$ cat src/rtl/uart_rx_pkg.sv
// Package: shared types for the oversampled UART receive deserializer.
// Assumes: a single receive channel; states are encoded locally.
package uart_rx_pkg;

    typedef enum logic [2:0] {
        ST_WAIT_HIGH = 3'd0,
        ST_IDLE      = 3'd1,
        ST_START     = 3'd2,
        ST_DATA      = 3'd3,
        ST_PARITY    = 3'd4,
        ST_STOP1     = 3'd5,
        ST_STOP2     = 3'd6
    } rx_state_t;

endpackage

$ cat src/rtl/rx_line_sync.sv
// Module: rx_line_sync
// Brings the asynchronous serial input into the clock domain through a
// chain of flops. Assumes the line idles high, so every stage resets to 1.
module rx_line_sync #(
    parameter int STAGES = 2
) (
    input  logic clk,
    input  logic rst_n,
    input  logic line_i,
    output logic line_o
);

    logic [STAGES-1:0] chain_q;

    // Purpose: shift the raw line through the synchroniser chain.
    always_ff @(posedge clk) begin
        if (!rst_n) begin
            chain_q <= '1;
        end else begin
            chain_q <= {chain_q[STAGES-2:0], line_i};
        end
    end

    assign line_o = chain_q[STAGES-1];

endmodule

$ cat src/rtl/rx_tick_counter.sv
// Module: rx_tick_counter
// Counts oversampling ticks inside one bit period. A clear takes priority
// and zeroes the count. Assumes the controller clears it at each sample point.
module rx_tick_counter #(
    parameter int CNT_W = 4
) (
    input  logic             clk,
    input  logic             rst_n,
    input  logic             tick_i,
    input  logic             clr_i,
    output logic [CNT_W-1:0] cnt_o
);

    // Purpose: advance the count on each tick, restart on clear.
    always_ff @(posedge clk) begin
        if (!rst_n) begin
            cnt_o <= '0;
        end else if (clr_i) begin
            cnt_o <= '0;
        end else if (tick_i) begin
            cnt_o <= cnt_o + 1'b1;
        end
    end

endmodule

$ cat src/rtl/rx_bit_store.sv
// Module: rx_bit_store
// Holds the character being assembled. Each sampled bit is written to the
// position given by the controller, so short words stay right-justified
// and the unused upper bits keep the zero written by the clear.
module rx_bit_store #(
    parameter int DATA_W = 8,
    parameter int IDX_W  = 3
) (
    input  logic              clk,
    input  logic              rst_n,
    input  logic              clr_i,
    input  logic              wr_i,
    input  logic [IDX_W-1:0]  idx_i,
    input  logic              bit_i,
    output logic [DATA_W-1:0] data_o
);

    // Purpose: clear at start confirmation, then store sampled bits by index.
    always_ff @(posedge clk) begin
        if (!rst_n) begin
            data_o <= '0;
        end else if (clr_i) begin
            data_o <= '0;
        end else if (wr_i) begin
            data_o[idx_i] <= bit_i;
        end
    end

endmodule

$ cat src/rtl/uart_rx_deser.sv
// Module: uart_rx_deser (top)
// Oversampled UART receiver. It confirms the start bit at its midpoint and
// samples data, parity and stop bits at their centres. It presents one
// character with parity, framing and break flags and a one-clock strobe.
// Assumes tick16_i is a one-clock pulse at OSR times the baud rate and that
// the configuration inputs are stable from start edge to start edge.
module uart_rx_deser
    import uart_rx_pkg::*;
#(
    parameter int DATA_W    = 8,
    parameter int MIN_BITS  = 5,
    parameter int OSR       = 16,
    parameter int SYNC_STGS = 2
) (
    input  logic              clk,
    input  logic              rst_n,
    input  logic              rxd_i,
    input  logic              tick16_i,
    input  logic [1:0]        wlen_sel_i,
    input  logic              par_en_i,
    input  logic              par_even_i,
    input  logic              two_stop_i,
    output logic [DATA_W-1:0] rx_data_o,
    output logic              par_err_o,
    output logic              frm_err_o,
    output logic              brk_o,
    output logic              valid_o
);

    localparam int CNT_W  = $clog2(OSR);
    localparam int IDX_W  = $clog2(DATA_W);
    localparam int MID_AT = OSR / 2 - 1;
    localparam int END_AT = OSR - 1;

    rx_state_t         state_q;
    logic              line_s;
    logic [CNT_W-1:0]  cnt;
    logic [IDX_W-1:0]  bit_idx_q;
    logic [IDX_W-1:0]  last_idx;
    logic [DATA_W-1:0] data_q;
    logic [1:0]        wlen_q;
    logic              par_en_q;
    logic              par_even_q;
    logic              two_q;
    logic              par_bit_q;
    logic              stop1_low_q;

    logic start_det;
    logic mid_hit;
    logic bit_hit;
    logic cnt_clr;
    logic data_wr;
    logic final_stop;
    logic stop_low_any;
    logic stop_low_all;
    logic par_bad;
    logic brk_now;

    rx_line_sync #(.STAGES(SYNC_STGS)) u_sync (
        .clk    (clk),
        .rst_n  (rst_n),
        .line_i (rxd_i),
        .line_o (line_s)
    );

    rx_tick_counter #(.CNT_W(CNT_W)) u_ticks (
        .clk    (clk),
        .rst_n  (rst_n),
        .tick_i (tick16_i),
        .clr_i  (cnt_clr),
        .cnt_o  (cnt)
    );

    rx_bit_store #(.DATA_W(DATA_W), .IDX_W(IDX_W)) u_store (
        .clk    (clk),
        .rst_n  (rst_n),
        .clr_i  (mid_hit),
        .wr_i   (data_wr),
        .idx_i  (bit_idx_q),
        .bit_i  (line_s),
        .data_o (data_q)
    );

    // Purpose: decode sample points and the result of the closing stop bit.
    always_comb begin
        start_det  = (state_q == ST_IDLE) && tick16_i && !line_s;
        mid_hit    = (state_q == ST_START) && tick16_i && (cnt == CNT_W'(MID_AT));
        bit_hit    = tick16_i && (cnt == CNT_W'(END_AT)) &&
                     (state_q inside {ST_DATA, ST_PARITY, ST_STOP1, ST_STOP2});
        cnt_clr    = start_det || mid_hit || bit_hit;
        data_wr    = bit_hit && (state_q == ST_DATA);
        last_idx   = IDX_W'(MIN_BITS - 1) + IDX_W'(wlen_q);
        final_stop = bit_hit && (((state_q == ST_STOP1) && !two_q) || (state_q == ST_STOP2));
        stop_low_any = !line_s || (two_q && stop1_low_q);
        stop_low_all = !line_s && (!two_q || stop1_low_q);
        par_bad    = par_en_q && ((^data_q) ^ par_bit_q ^ !par_even_q);
        brk_now    = (data_q == '0) && (!par_en_q || !par_bit_q) && stop_low_all;
    end

    // Purpose: frame sequencer, configuration capture and result registers.
    always_ff @(posedge clk) begin
        if (!rst_n) begin
            state_q     <= ST_WAIT_HIGH;
            bit_idx_q   <= '0;
            wlen_q      <= '0;
            par_en_q    <= 1'b0;
            par_even_q  <= 1'b0;
            two_q       <= 1'b0;
            par_bit_q   <= 1'b0;
            stop1_low_q <= 1'b0;
            rx_data_o   <= '0;
            par_err_o   <= 1'b0;
            frm_err_o   <= 1'b0;
            brk_o       <= 1'b0;
            valid_o     <= 1'b0;
        end else begin
            valid_o <= 1'b0;
            case (state_q)
                ST_WAIT_HIGH: begin
                    if (line_s) state_q <= ST_IDLE;
                end
                ST_IDLE: begin
                    if (start_det) begin
                        state_q    <= ST_START;
                        wlen_q     <= wlen_sel_i;
                        par_en_q   <= par_en_i;
                        par_even_q <= par_even_i;
                        two_q      <= two_stop_i;
                    end
                end
                ST_START: begin
                    if (mid_hit) begin
                        state_q   <= line_s ? ST_IDLE : ST_DATA;
                        bit_idx_q <= '0;
                    end
                end
                ST_DATA: begin
                    if (bit_hit) begin
                        bit_idx_q <= bit_idx_q + 1'b1;
                        if (bit_idx_q == last_idx) begin
                            state_q <= par_en_q ? ST_PARITY : ST_STOP1;
                        end
                    end
                end
                ST_PARITY: begin
                    if (bit_hit) begin
                        par_bit_q <= line_s;
                        state_q   <= ST_STOP1;
                    end
                end
                ST_STOP1: begin
                    if (bit_hit) begin
                        stop1_low_q <= !line_s;
                        state_q     <= ST_STOP2;
                    end
                end
                ST_STOP2: begin
                    if (bit_hit) state_q <= ST_IDLE;
                end
                default: state_q <= ST_WAIT_HIGH;
            endcase

            if (final_stop) begin
                rx_data_o <= data_q;
                par_err_o <= par_bad;
                frm_err_o <= stop_low_any;
                brk_o     <= brk_now;
                valid_o   <= 1'b1;
                state_q   <= stop_low_any ? ST_WAIT_HIGH : ST_IDLE;
            end
        end
    end

endmodule

$ cat config.mk
export PLATFORM = sky130hd
export DESIGN_NAME = uart_rx_deser
export DESIGN_NICKNAME = d
export VERILOG_FILES = /design/src/rtl/uart_rx_pkg.sv /design/src/rtl/rx_line_sync.sv /design/src/rtl/rx_tick_counter.sv /design/src/rtl/rx_bit_store.sv /design/src/rtl/uart_rx_deser.sv
export SDC_FILE = /design/constraint.sdc
export NUM_CORES = 1
export LEC_CHECK = 0
export ABC_AREA = 1
export BUFFER_PORTS_ARGS = -buffer_cell sky130_fd_sc_hd__buf_2
export CORE_UTILIZATION = 54
export CTS_BUF_LIST = sky130_fd_sc_hd__clkbuf_4
export DETAILED_ROUTE_END_ITERATION = 10
export PLACE_DENSITY = 0.77
export SETUP_SLACK_MARGIN = 0.2
export SYNTH_ARGS = -nofsm -noshare
export SYNTH_HDL_FRONTEND = slang
export SYNTH_HIERARCHICAL = 1
export SYNTH_SLANG_ARGS = --single-unit
$ cat constraint.sdc
create_clock -name clk -period 1.49 [get_ports clk]
set_input_delay 0.0745 -clock clk [delete_from_list [all_inputs] [get_ports clk]]
set_output_delay 0.0745 -clock clk [all_outputs]
set_load 0.03 [all_outputs]
==> results of run 1 <==
-- metrics by stage --
stage,hold slack (ns),cells
after floorplan,0.143,292
after global placement,0.246,360
after detailed placement,0.252,360
after CTS,0.000624,385
after global routing,0.00101,388
final,0.00253,388
-- synthesized netlist by cell type --
master / n / area share (%)
sky130_fd_sc_hd__nand2_1: 60 / 11
sky130_fd_sc_hd__nor2_1: 40 / 7.5
sky130_fd_sc_hd__dfxtp_1: 39 / 39
sky130_fd_sc_hd__inv_1: 38 / 7.1
sky130_fd_sc_hd__a21oi_1: 35 / 8.8
sky130_fd_sc_hd__o21ai_0: 21 / 5.3
sky130_fd_sc_hd__nand3_1: 18 / 4.5
sky130_fd_sc_hd__nor2_2: 7 / 2.2
sky130_fd_sc_hd__ha_1: 6 / 3.8
sky130_fd_sc_hd__inv_2: 3 / 0.56
sky130_fd_sc_hd__nand2_2: 3 / 0.94
sky130_fd_sc_hd__buf_6: 2 / 1.1
sky130_fd_sc_hd__nand4_1: 2 / 0.63
sky130_fd_sc_hd__nor2_4: 2 / 1.1
sky130_fd_sc_hd__nor3_1: 2 / 0.50
sky130_fd_sc_hd__a21oi_2: 1 / 0.44
sky130_fd_sc_hd__buf_1: 1 / 0.19
sky130_fd_sc_hd__buf_4: 1 / 0.38
sky130_fd_sc_hd__clkbuf_1: 1 / 0.19
sky130_fd_sc_hd__clkinv_2: 1 / 0.25
sky130_fd_sc_hd__nand3_2: 1 / 0.50
sky130_fd_sc_hd__nand3_4: 1 / 0.88
sky130_fd_sc_hd__o211a_1: 1 / 0.50
sky130_fd_sc_hd__o21ai_1: 1 / 0.25
sky130_fd_sc_hd__o21ai_2: 1 / 0.44
sky130_fd_sc_hd__o31ai_1: 1 / 0.38
sky130_fd_sc_hd__or2_2: 1 / 0.31
sky130_fd_sc_hd__xnor2_1: 1 / 0.44
sky130_fd_sc_hd__xor2_1: 1 / 0.44
-- kinds of logic (layout without fill, tap and decap cells) --
| kind of cell | count (synthesis) | after routing | synth area share, % |
|---|---|---|---|
| and+or+nand+nor | 137 | 137 | 30.4 |
| AOI/OAI and AO/OA | 61 | 61 | 16.0 |
| buffers and inverters | 47 | 97 | 9.84 |
| DFF | 39 | 39 | 39.1 |
| adders and majority gates | 6 | 6 | 3.76 |
| xor gates and xnor gates | 2 | 2 | 0.877 |
-- critical path: stages (launching register included) --
cell                      delay (ns)
sky130_fd_sc_hd__dfxtp_4        0.45
sky130_fd_sc_hd__nand2_4        0.08
sky130_fd_sc_hd__nor2_4         0.09
sky130_fd_sc_hd__inv_2          0.06
sky130_fd_sc_hd__nor2_4         0.15
sky130_fd_sc_hd__inv_2          0.06
sky130_fd_sc_hd__nor2_4         0.23
sky130_fd_sc_hd__nand3_2        0.08
sky130_fd_sc_hd__nand2_1        0.07
sky130_fd_sc_hd__nor2_1         0.04
-- final cells by class --
type | count | area [um2] | share of cell area, %
well taps | 46 | 57.6 | 2.12
clock buffers | 6 | 45.0 | 1.66
repair buffers | 47 | 344 | 12.7
flip-flops and latches | 39 | 808 | 29.7
multi-input cells | 206 | 1280 | 47.1
clock inverters | 2 | 12.5 | 0.460
inverters | 42 | 170 | 6.26
-- flip-flops by register name, indices dropped and copies added (netlist names) --
name / count
u_sync/chain_q: 2
stop1_low_q: 1
valid_o: 1
u_ticks/cnt_o: 4
par_bit_q: 1
brk_o: 1
rx_data_o: 8
wlen_q: 2
par_en_q: 1
bit_idx_q: 3
par_err_o: 1
state_q: 3
two_q: 1
par_even_q: 1
u_store/data_o: 8
frm_err_o: 1
-- metal layers --
layer  global-route usage, %  up-vias  wire length, um  share of wire (%)
met5                       0        -                0                  0
met4                    8.14        0               77                1.6
met3                    6.75        7              244                5.1
met2                    38.7       56             2170                 45
met1                    32.9      904             2300                 48
li1                        -     1039                -                  -
-- repair_timing --
action                                  in CTS  in global routing
pin swaps                                    7                 14
endpoints found under the setup margin      35                 34
hold buffers                                 7                  0
setup buffers                               10                  3
hold endpoints to repair                     6                  0
gates resized for setup                     26                 62
-- path summary, 6_finish.rpt --
check / slack (ns) / startpoint / endpoint
worst min-delay path: 0.003 / rst_n / bit_idx_q[0]
worst min register to register: 0.42 / u_sync/chain_q[0] / u_sync/chain_q[1]
worst max-delay path: 0.08 / state_q[1] / u_store/data_o[0]
worst max register to register: 0.08 / state_q[1] / u_store/data_o[0]
-- power groups by stage --
stage	combinational (mW)	sequential (mW)	clock, mW
after floorplan	0.512	1.18	0
after global placement	0.592	1.21	0
after detailed placement	0.595	1.21	0
after CTS	0.691	1.19	0.573
after global routing	0.993	1.24	0.616
final	0.920	1.24	0.557
-- cell usage in the layout, fill, tap and decap left out, drive strengths merged --
cell / instances
o31ai: 1
clkinv: 1
nand3: 20
buf: 40
clkinvlp: 1
nand2: 63
nand4: 2
nor3: 2
a21oi: 36
dfxtp: 39
clkbuf: 6
o21ai: 23
nor2: 49
dlygate4sd3: 7
inv: 42
ha: 6
or2: 1
xnor2: 1
o211a: 1
xor2: 1
==> out/summary.log, run 1 <==
qor: status.status finished, final reports clean
qor: power_and_ir_drop.power.total 2.71 mW
qor: grt.grt_max_degree 19
qor: finish.num-nets-final 356
qor: grt.number_of_global_route_vias_before_repair 1,734
qor: synth.synth.yosys.warnings 6
qor: clock_network.clk_latency 0.35 ns
qor: power_and_ir_drop.power_per_cell_area 998 nW/um2
qor: worst_setup_path.worstPathMaxFanout 8
qor: routing.vias_per_cell 5.17
qor: clock_network.cts_root_buffer sky130_fd_sc_hd__clkbuf_4
qor: finish.insertedDiodeCount 0
qor: place.dp_hpwl 3090 um
qor: place.place_worst_setup_slack 0.00802 ns
qor: synth.unique_cell_type_count_in_the_yosys_netlist 29
qor: sta.max_slew.worst_pin.slew 0.394 ns
qor: clock_network.cts_tree built
qor: power_and_ir_drop.cellInternalPower 1.67 mW
qor: floorplanning.floorplan.initialDensity 58.0%
qor: sta.slew_headroom 73.6%
qor: sta.slew_viol_final 0
qor: floorplanning.floorplan.die_area 3950 um2
qor: floorplanning.die_x 62.8 um
qor: run.timing.max_cap.violations 0
qor: worst_hold_path.path_class_of_the_lowest_slack_min_delay_path primary input to register
qor: synth.synthesis.instances 292
qor: sta.setup_repair_after_global_routing_missed_its_margin true
qor: place.placedInstanceArea 2220 um2
qor: grt.grt_usage 24.8%
qor: sta.timing.final.setup_violations 0
qor: finish.final_core_util 79.0%
qor: floorplanning.rows 21
qor: clock_network.h_tree_levels 2
qor: sta.clock_skew 0.00732 ns
qor: sta.setup_slack 0.0833 ns
qor: worst_setup_path.data_arrival_time_of_the_critical_path 1.66 ns
qor: floorplanning.floorplan.die.height 62.8 um
qor: finish.finish.instance_area 2720 um2
qor: worst_setup_path.worst-setup-path-type register to register
qor: power_and_ir_drop.seq_power_share 45.6%
qor: worst_setup_path.cp-start-kind register
qor: finish.area_added_between_synthesis_and_finish 36.2%
qor: power_and_ir_drop.power_frac_clock 20.5%
qor: power_and_ir_drop.power.switching 1.04 mW
qor: synth.ys_ff_latch 39
qor: routing.totalWireLength 4790 um
qor: place.port_buffers 20
qor: routing.antenna_left 0
qor: synth.netlist_area 2000 um2
qor: grt.grt_antenna_before_repair 0
qor: worst_setup_path.reg2regPathDepth 9
qor: worst_setup_path.endpoint_kind register
qor: synth.postSynthNetCount 307
qor: power_and_ir_drop.power_frac_comb 33.9%
qor: synth.synth_sequential_area_ratio 39.1%
qor: sta.report.final.hold_viol_count 0
qor: clock_network.clk_pin_slew 0.12 ns
qor: clock_network.clock_tree.buffer_depth 2
qor: sta.fmax 711 MHz
qor: power_and_ir_drop.sw_frac_of_total 38.5%
qor: power_and_ir_drop.cellLeakagePower 1.20 nW
qor: power_and_ir_drop.vdd_drop_max 0.629 mV
qor: clock_network.numClockSinks 39
qor: sta.setup_tns 0 ns
qor: grt.grt.overflow.total 0
qor: worst_hold_path.whs_path_depth 3
qor: floorplanning.num_io_pins 21
qor: routing.initialDrtViolationCount 127
qor: sta.fin_crit_sh 94.4%
qor: finish.filler_cell_count 226
qor: routing.detailedRoute.firstPassIterationCount 4
qor: synth.syn_avg_cell_area 6.84 um2
qor: routing.num_vias 2,006
qor: sta.timing.final.crit_period 1.41 ns
qor: clock_network.number_of_clock_buffers_inserted_by_tritoncts 5
qor: finish.post_route_cells_drive_above_1_share 40.1%
qor: routing.routed_wire_length_per_instance 12.3 um
qor: grt.grt_pass1_wl 7670 um
qor: place.place.gp.congestion 0.854
qor: routing.drt_drc_violations_left 0
qor: floorplanning.placeableCoreArea 3440 um2
qor: worst_setup_path.required 1.75 ns
Power figures use the tool's default switching activity.
==> inputs of run 2 (changes only) <==
--- a/config.mk
+++ b/config.mk
@@ -7,10 +7,14 @@
 export LEC_CHECK = 0
 export ABC_AREA = 1
 export BUFFER_PORTS_ARGS = -buffer_cell sky130_fd_sc_hd__buf_2
-export CORE_UTILIZATION = 54
+export CELL_PAD_IN_SITES_DETAIL_PLACEMENT = 0
+export CELL_PAD_IN_SITES_GLOBAL_PLACEMENT = 1
+export CORE_ASPECT_RATIO = 1.75
+export CORE_UTILIZATION = 39
 export CTS_BUF_LIST = sky130_fd_sc_hd__clkbuf_4
 export DETAILED_ROUTE_END_ITERATION = 10
-export PLACE_DENSITY = 0.77
+export PLACE_DENSITY_LB_ADDON = 0.1
+export REMOVE_ABC_BUFFERS = 1
 export SETUP_SLACK_MARGIN = 0.2
 export SYNTH_ARGS = -nofsm -noshare
 export SYNTH_HDL_FRONTEND = slang
==> out/summary.log, run 2 (synthesized netlist as in run 1, its figures left out) <==
qor: status.status finished, final reports clean
qor: sta.timing.final.crit_period 1.37 ns
qor: power_and_ir_drop.power.switching 0.970 mW
qor: worst_setup_path.reg2regPathDepth 11
qor: worst_setup_path.worstSetupEndpoint par_err_o
qor: finish.area_added_between_synthesis_and_finish 45.6%
qor: finish.footprint_of_the_multi_input_gates 1270 um2
qor: sta.setup_slack 0.120 ns
qor: worst_hold_path.path_class_of_the_lowest_slack_min_delay_path primary input to register
qor: finish.insertedDiodeCount 0
qor: finish.largest_registers rx_data_o (8), u_store/data_o (8), u_ticks/cnt_o (4)
qor: power_and_ir_drop.cellLeakagePower 1.34 nW
qor: worst_setup_path.crit_path_start u_store/data_o[3]
qor: power_and_ir_drop.seq_power_share 44.3%
qor: routing.vias_per_cell 4.83
qor: power_and_ir_drop.power_frac_comb 36.1%
qor: worst_setup_path.required 1.71 ns
qor: floorplanning.die_x 56.1 um
qor: grt.grt.overflow.total 0
qor: clock_network.clock_tree.buffer_depth 2
qor: floorplanning.floorplan.initialDensity 40.5%
qor: routing.routed_wire_length_per_instance 12.9 um
qor: finish.regArea 807 um2
qor: routing.totalWireLength 5400 um
qor: worst_setup_path.worst-r2r-setup-slack 0.12 ns
qor: finish.post_route_cells_drive_above_1_share 43.3%
qor: sta.slew_headroom 75.6%
qor: routing.initialDrtViolationCount 59
qor: routing.drt_drc_violations_left 0
qor: place.placedInstanceArea 2340 um2
qor: grt.grt_pass1_wl 8730 um
qor: worst_setup_path.end_of_the_worst_register_to_register_path par_err_o
qor: clock_network.h_tree_levels 2
qor: power_and_ir_drop.sw_frac_of_total 35.8%
qor: clock_network.clk_pin_slew 0.11 ns
qor: place.place.gp.congestion 0.847
qor: worst_hold_path.worstHoldStart par_en_i
qor: finish.layout_common_cells 48 x sky130_fd_sc_hd__nand2_1, 34 x sky130_fd_sc_hd__buf_4, 30 x sky130_fd_sc_hd__nor2_1
qor: finish.finish.instance_area 2910 um2
qor: power_and_ir_drop.power_per_cell_area 933 nW/um2
qor: clock_network.cts_root_buffer sky130_fd_sc_hd__clkbuf_4
qor: grt.grt_usage 20.3%
qor: floorplanning.floorplan.die_area 5420 um2
qor: sta.clock_skew 0.0186 ns
qor: sta.slew_viol_final 0
qor: worst_setup_path.worst-setup-path-type register to register
qor: clock_network.clk_latency 0.34 ns
qor: finish.num-nets-final 379
qor: clock_network.cts_tree built
qor: power_and_ir_drop.cellInternalPower 1.74 mW
qor: place.place_worst_setup_slack -0.0345 ns
qor: worst_setup_path.worstPathMaxFanout 2
qor: sta.setup_tns 0 ns
qor: finish.filler_cell_count 509
qor: floorplanning.floorplan.die.height 96.7 um
qor: finish.final_core_util 58.9%
qor: clock_network.numClockSinks 39
qor: sta.setup_repair_after_global_routing_missed_its_margin true
qor: sta.fmax 730 MHz
qor: routing.num_vias 2,025
qor: grt.number_of_global_route_vias_before_repair 1,920
qor: floorplanning.rows 34
qor: grt.grt_antenna_before_repair 0
qor: sta.fin_crit_sh 91.9%
qor: sta.max_slew.worst_pin.slew 0.363 ns
qor: finish.final_common_cell sky130_fd_sc_hd__nand2_1
qor: power_and_ir_drop.vdd_drop_max 0.802 mV
qor: sta.report.final.hold_viol_count 0
qor: sta.fin_hold_ws 0.0233 ns
qor: floorplanning.num_io_pins 21
qor: floorplanning.placeableCoreArea 4930 um2
qor: worst_setup_path.data_arrival_time_of_the_critical_path 1.59 ns
qor: routing.antenna_left 0
qor: sta.timing.final.setup_violations 0
qor: clock_network.number_of_clock_buffers_inserted_by_tritoncts 5
qor: run.timing.max_cap.violations 0
qor: grt.grt_max_degree 19
qor: place.dp_hpwl 3830 um
qor: power_and_ir_drop.power_frac_clock 19.6%
qor: worst_setup_path.worst_r2r_startpoint u_store/data_o[3]
qor: worst_setup_path.endpoint_kind register
qor: place.port_buffers 20
qor: routing.detailedRoute.firstPassIterationCount 4
qor: worst_setup_path.cp-start-kind register
==> run 2: changes by cell type in the layout (fill, tap and decap cells not counted), sizes merged <==
cell         delta
buf            +22
clkinv          +3
dlygate4sd3     -2
clkinvlp        -1
inv             +1
==> run 2: repair_timing <==
item                       CTS  global route
hold buffers                 4             1
gates cloned                 0             3
setup endpoints to repair   34            34
hold endpoints to repair     4             1
buffers inserted             5             9
resized for setup           54            58
pin swaps                   12            12
==> run 2: through the flow <==
step	total power, mW	cells
finish	2.71	419
global route	2.89	419
CTS	2.56	406
detailed placement	1.93	389
global placement	1.94	389
floorplan	1.63	287
==> run 2: worst max-delay path: stages, from the launching register on <==
cell                      delay (ns)
sky130_fd_sc_hd__dfxtp_2        0.35
sky130_fd_sc_hd__inv_2          0.05
sky130_fd_sc_hd__ha_4           0.23
sky130_fd_sc_hd__or2_4          0.25
sky130_fd_sc_hd__nand2_2        0.05
sky130_fd_sc_hd__nand2_1        0.04
sky130_fd_sc_hd__nand2_1        0.07
sky130_fd_sc_hd__inv_1          0.04
sky130_fd_sc_hd__nand2_1        0.04
sky130_fd_sc_hd__nand2_1        0.05
sky130_fd_sc_hd__nand2_1        0.06
sky130_fd_sc_hd__a21oi_2        0.05
==> run 2: worst min-delay path by stage <==
| stage | endpoint | depth (start not counted) |
|---|---|---|
| final | par_en_q | 3 |
| after global routing | par_en_q | 3 |
| after CTS | two_q | 3 |
| after detailed placement | u_sync/chain_q[0] | 3 |
| after global placement | u_sync/chain_q[0] | 3 |
| after floorplan | u_sync/chain_q[0] | 1 |
==> run 2: routing by layer <==
layer / track usage [%] / part of all wire, % / up-vias
met5: 0 / 0 / -
met4: 7.50 / 2.3 / 0
met3: 3.48 / 2.1 / 13
met2: 38.5 / 57 / 31
met1: 21.5 / 39 / 902
li1: - / - / 1079
==> run 2: power groups by stage <==
stage	Sequential (mW)	Combinational (mW)	Clock, mW
global placement	1.17	0.765	0
floorplan	1.19	0.439	0
global route	1.21	1.09	0.599
detailed placement	1.17	0.759	0
finish	1.20	0.979	0.533
CTS	1.18	0.826	0.558
==> run 2: final cells by class <==
type	instances	area share, %
Clock inverter	2	0.258
Multi-Input combinational cell	206	43.8
Tap cell	54	2.32
Clock buffer	6	1.55
Inverter	42	5.94
Timing Repair Buffer	67	17.2
Sequential cell	39	27.8
Timing Repair inverter	3	1.16
==> inputs of run 3 (changes only) <==
--- a/config.mk
+++ b/config.mk
@@ -5,12 +5,11 @@
 export SDC_FILE = /design/constraint.sdc
 export NUM_CORES = 1
 export LEC_CHECK = 0
-export ABC_AREA = 1
 export BUFFER_PORTS_ARGS = -buffer_cell sky130_fd_sc_hd__buf_2
 export CELL_PAD_IN_SITES_DETAIL_PLACEMENT = 0
 export CELL_PAD_IN_SITES_GLOBAL_PLACEMENT = 1
 export CORE_ASPECT_RATIO = 1.75
-export CORE_UTILIZATION = 39
+export CORE_UTILIZATION = 43
 export CTS_BUF_LIST = sky130_fd_sc_hd__clkbuf_4
 export DETAILED_ROUTE_END_ITERATION = 10
 export PLACE_DENSITY_LB_ADDON = 0.1
==> out/summary.log, run 3 <==
qor: status.status finished with violations
qor: status.failed_checks negative setup slack
qor: place.port_buffers 20
qor: finish.area_added_between_synthesis_and_finish 52.0%
qor: clock_network.clk_latency 0.35 ns
qor: grt.grt_usage 24.3%
qor: floorplanning.rows 32
qor: worst_setup_path.cp-start-kind register
qor: synth.netlist_top_cells_count 39 x sky130_fd_sc_hd__dfxtp_1, 26 x sky130_fd_sc_hd__mux2i_1, 21 x sky130_fd_sc_hd__nor2_1
qor: worst_setup_path.worstPathMaxFanout 7
qor: routing.totalWireLength 5640 um
qor: synth.yosys-mux-area-fraction 12.8%
qor: power_and_ir_drop.cellLeakagePower 1.32 nW
qor: synth.yosys.cell_count.top_type sky130_fd_sc_hd__dfxtp_1
qor: grt.grt_pass1_wl 8840 um
qor: synth.netlist_area 2040 um2
qor: synth.synth_sequential_area_ratio 38.4%
qor: synth.yosys.area.top_type_share 38.4%
qor: clock_network.numClockSinks 39
qor: sta.fin_hold_ws 0.0984 ns
qor: worst_setup_path.data_arrival_time_of_the_critical_path 1.92 ns
qor: clock_network.cts_root_buffer sky130_fd_sc_hd__clkbuf_4
qor: routing.routed_wire_length_per_instance 16.1 um
qor: place.dp_hpwl 3840 um
qor: floorplanning.floorplan.die.height 93.0 um
qor: sta.clock_skew 0.00867 ns
qor: finish.num-nets-final 314
qor: synth.synthesis.instances 208
qor: finish.insertedDiodeCount 0
qor: clock_network.h_tree_levels 2
qor: worst_setup_path.timing.critical_path.slowest_stage_cell sky130_fd_sc_hd__dfxtp_4
qor: sta.slew_viol_final 0
qor: finish.final_common_cell sky130_fd_sc_hd__buf_4
qor: sta.setup_repair_after_global_routing_missed_its_margin true
qor: sta.max_slew.worst_pin.slew 0.294 ns
qor: routing.vias_per_cell 5.41
qor: sta.setup_slack -0.182 ns
qor: worst_setup_path.endpoint_kind register
qor: synth.synth-adder-area-share 3.69%
qor: floorplanning.num_io_pins 21
qor: worst_setup_path.crit_path_cell_trace or3b_4 > a211oi_4 > buf_6 > buf_16 > mux2i_1 > nor2_1
qor: worst_hold_path.path_class_of_the_lowest_slack_min_delay_path primary input to register
qor: synth.synth_edf_count 0
qor: grt.number_of_global_route_vias_before_repair 1,903
qor: synth.unique_cell_type_count_in_the_yosys_netlist 50
qor: clock_network.clk_pin_slew 0.11 ns
qor: floorplanning.floorplan.initialDensity 45.4%
qor: power_and_ir_drop.vdd_drop_max 0.862 mV
qor: synth.synth_async_sr_flop_share 0%
qor: place.place.gp.congestion 0.820
qor: run.timing.max_cap.violations 0
qor: synth.post_synth_main_area_contributors sky130_fd_sc_hd__dfxtp_1 38%, sky130_fd_sc_hd__mux2i_1 13%, sky130_fd_sc_hd__nand3b_1 4.8%, sky130_fd_sc_hd__nor2_1 3.9%, sky130_fd_sc_hd__ha_1 3.7%
qor: synth.ys_ff_latch 39
qor: finish.largest_registers rx_data_o (8), u_store/data_o (8), u_ticks/cnt_o (4)
qor: routing.initialDrtViolationCount 32
qor: routing.detailedRoute.firstPassIterationCount 4
qor: worst_setup_path.required 1.74 ns
qor: synth.synth_xor_area_share 4.98%
qor: grt.grt_antenna_before_repair 0
qor: sta.timing.final.crit_period 1.67 ns
qor: synth.postSynth.topFlopCell sky130_fd_sc_hd__dfxtp_1
qor: floorplanning.die_x 54.0 um
qor: sta.report.final.hold_viol_count 0
qor: routing.antenna_left 0
qor: synth.syn_avg_cell_area 9.79 um2
qor: floorplanning.floorplan.die_area 5020 um2
qor: power_and_ir_drop.power_per_cell_area 1010 nW/um2
qor: grt.grt_max_degree 15
qor: synth.synth.yosys.warnings 6
qor: worst_setup_path.worst-setup-path-type register to register
qor: sta.fmax 598 MHz
qor: clock_network.number_of_clock_buffers_inserted_by_tritoncts 5
qor: synth.basic_gate_share_of_the_synthesized_area_counting_and_or_nand_and_nor_cells 25.4%
qor: worst_setup_path.cpPeakStageDelay 0.39 ns
qor: finish.layout_common_cells 42 x sky130_fd_sc_hd__buf_4, 31 x sky130_fd_sc_hd__dfxtp_1, 25 x sky130_fd_sc_hd__mux2i_1
qor: synth.main_combinational_cell_family_by_area_after_synthesis simple AND/OR/NAND/NOR gates
qor: power_and_ir_drop.power.total 3.12 mW
qor: floorplanning.placeableCoreArea 4480 um2
qor: sta.fin_crit_sh 112%
qor: synth.synth_area_leader_cell sky130_fd_sc_hd__dfxtp_1
qor: clock_network.cts_tree built
qor: routing.num_vias 1,900
qor: worst_setup_path.worst_path_dominant_cell_family simple AND/OR/NAND/NOR gates
qor: sta.slew_headroom 80.4%
qor: finish.post_route_cells_drive_above_1_share 44.7%
qor: routing.drt_drc_violations_left 0
qor: synth.synth_compound_area_share 10.4%
qor: worst_setup_path.critPathBufInv 2
qor: clock_network.clock_tree.buffer_depth 2
qor: grt.grt.overflow.total 0
qor: sta.timing.final.setup_violations 29
[run 3: cell type report]
class / count / area (um2)
Inverter: 14 / 52.6
Clock inverter: 1 / 5.00
Fill cell: 367 / 1390
Tap cell: 51 / 63.8
Sequential cell: 39 / 801
Clock buffer: 7 / 52.6
Multi-Input combinational cell: 148 / 1360
Timing Repair Buffer: 91 / 759
[run 3: metrics by stage]
step	setup TNS, ns	cells	utilization (%)	area, um2	worst slack, ns
global route	-4.01	351	69.0	3090	-0.242
finish	-2.70	351	69.0	3090	-0.182
floorplan	-7.45	201	-	2000	-0.485
global placement	-2.68	317	56.1	2510	-0.146
CTS	-1.82	347	65.8	2950	-0.158
detailed placement	-3.30	317	56.1	2510	-0.197
[run 3: kinds of logic after synthesis]
family | Yosys count
buffers and inverters | 21
flip-flops | 39
multiplexers | 26
XOR/XNOR | 10
AND/OR/NAND/NOR | 80
AO/OA/AOI/OAI | 26
adder cells (fa/ha/maj) | 6
[run 3: report_power, final]
| part | total [mW] | switching (mW) | internal (mW) |
|---|---|---|---|
| logic | 1.37 | 0.575 | 0.793 |
| registers | 1.19 | 0.0758 | 1.11 |
| clock network | 0.557 | 0.337 | 0.220 |
| total | 3.12 | 0.988 | 2.13 |
[run 3: worst min-delay path, stage by stage]
cell	delay (ns)
sky130_fd_sc_hd__buf_2	0.20
sky130_fd_sc_hd__nand2_4	0.11
sky130_fd_sc_hd__nor2_2	0.03
[run 3: timing repair]
action | 4_1_cts | 5_1_grt
endpoints found under the hold margin | 6 | 0
resized for setup | 49 | 22
buffers inserted | 15 | 4
gates cloned | 1 | 0
setup endpoints to repair | 37 | 37
pin swaps | 26 | 14
hold buffers | 6 | 0
[run 3: final timing paths]
check	cells after the start	startpoint	slack [ns]	to
min reg2reg	1	u_sync/chain_q[0]	0.43	u_sync/chain_q[1]
max	6	state_q[0]	-0.18	rx_data_o[3]
min	3	rst_n	0.1	bit_idx_q[2]
max reg2reg	6	state_q[0]	-0.18	rx_data_o[3]
[run 3: metal layers]
layer	global-route usage, %	share of wire, %	up-vias
met5	0	0	-
met3	3.41	2.5	14
met4	10.5	3.2	0
met2	43.5	56	44
met1	26.9	38	910
li1	-	-	932
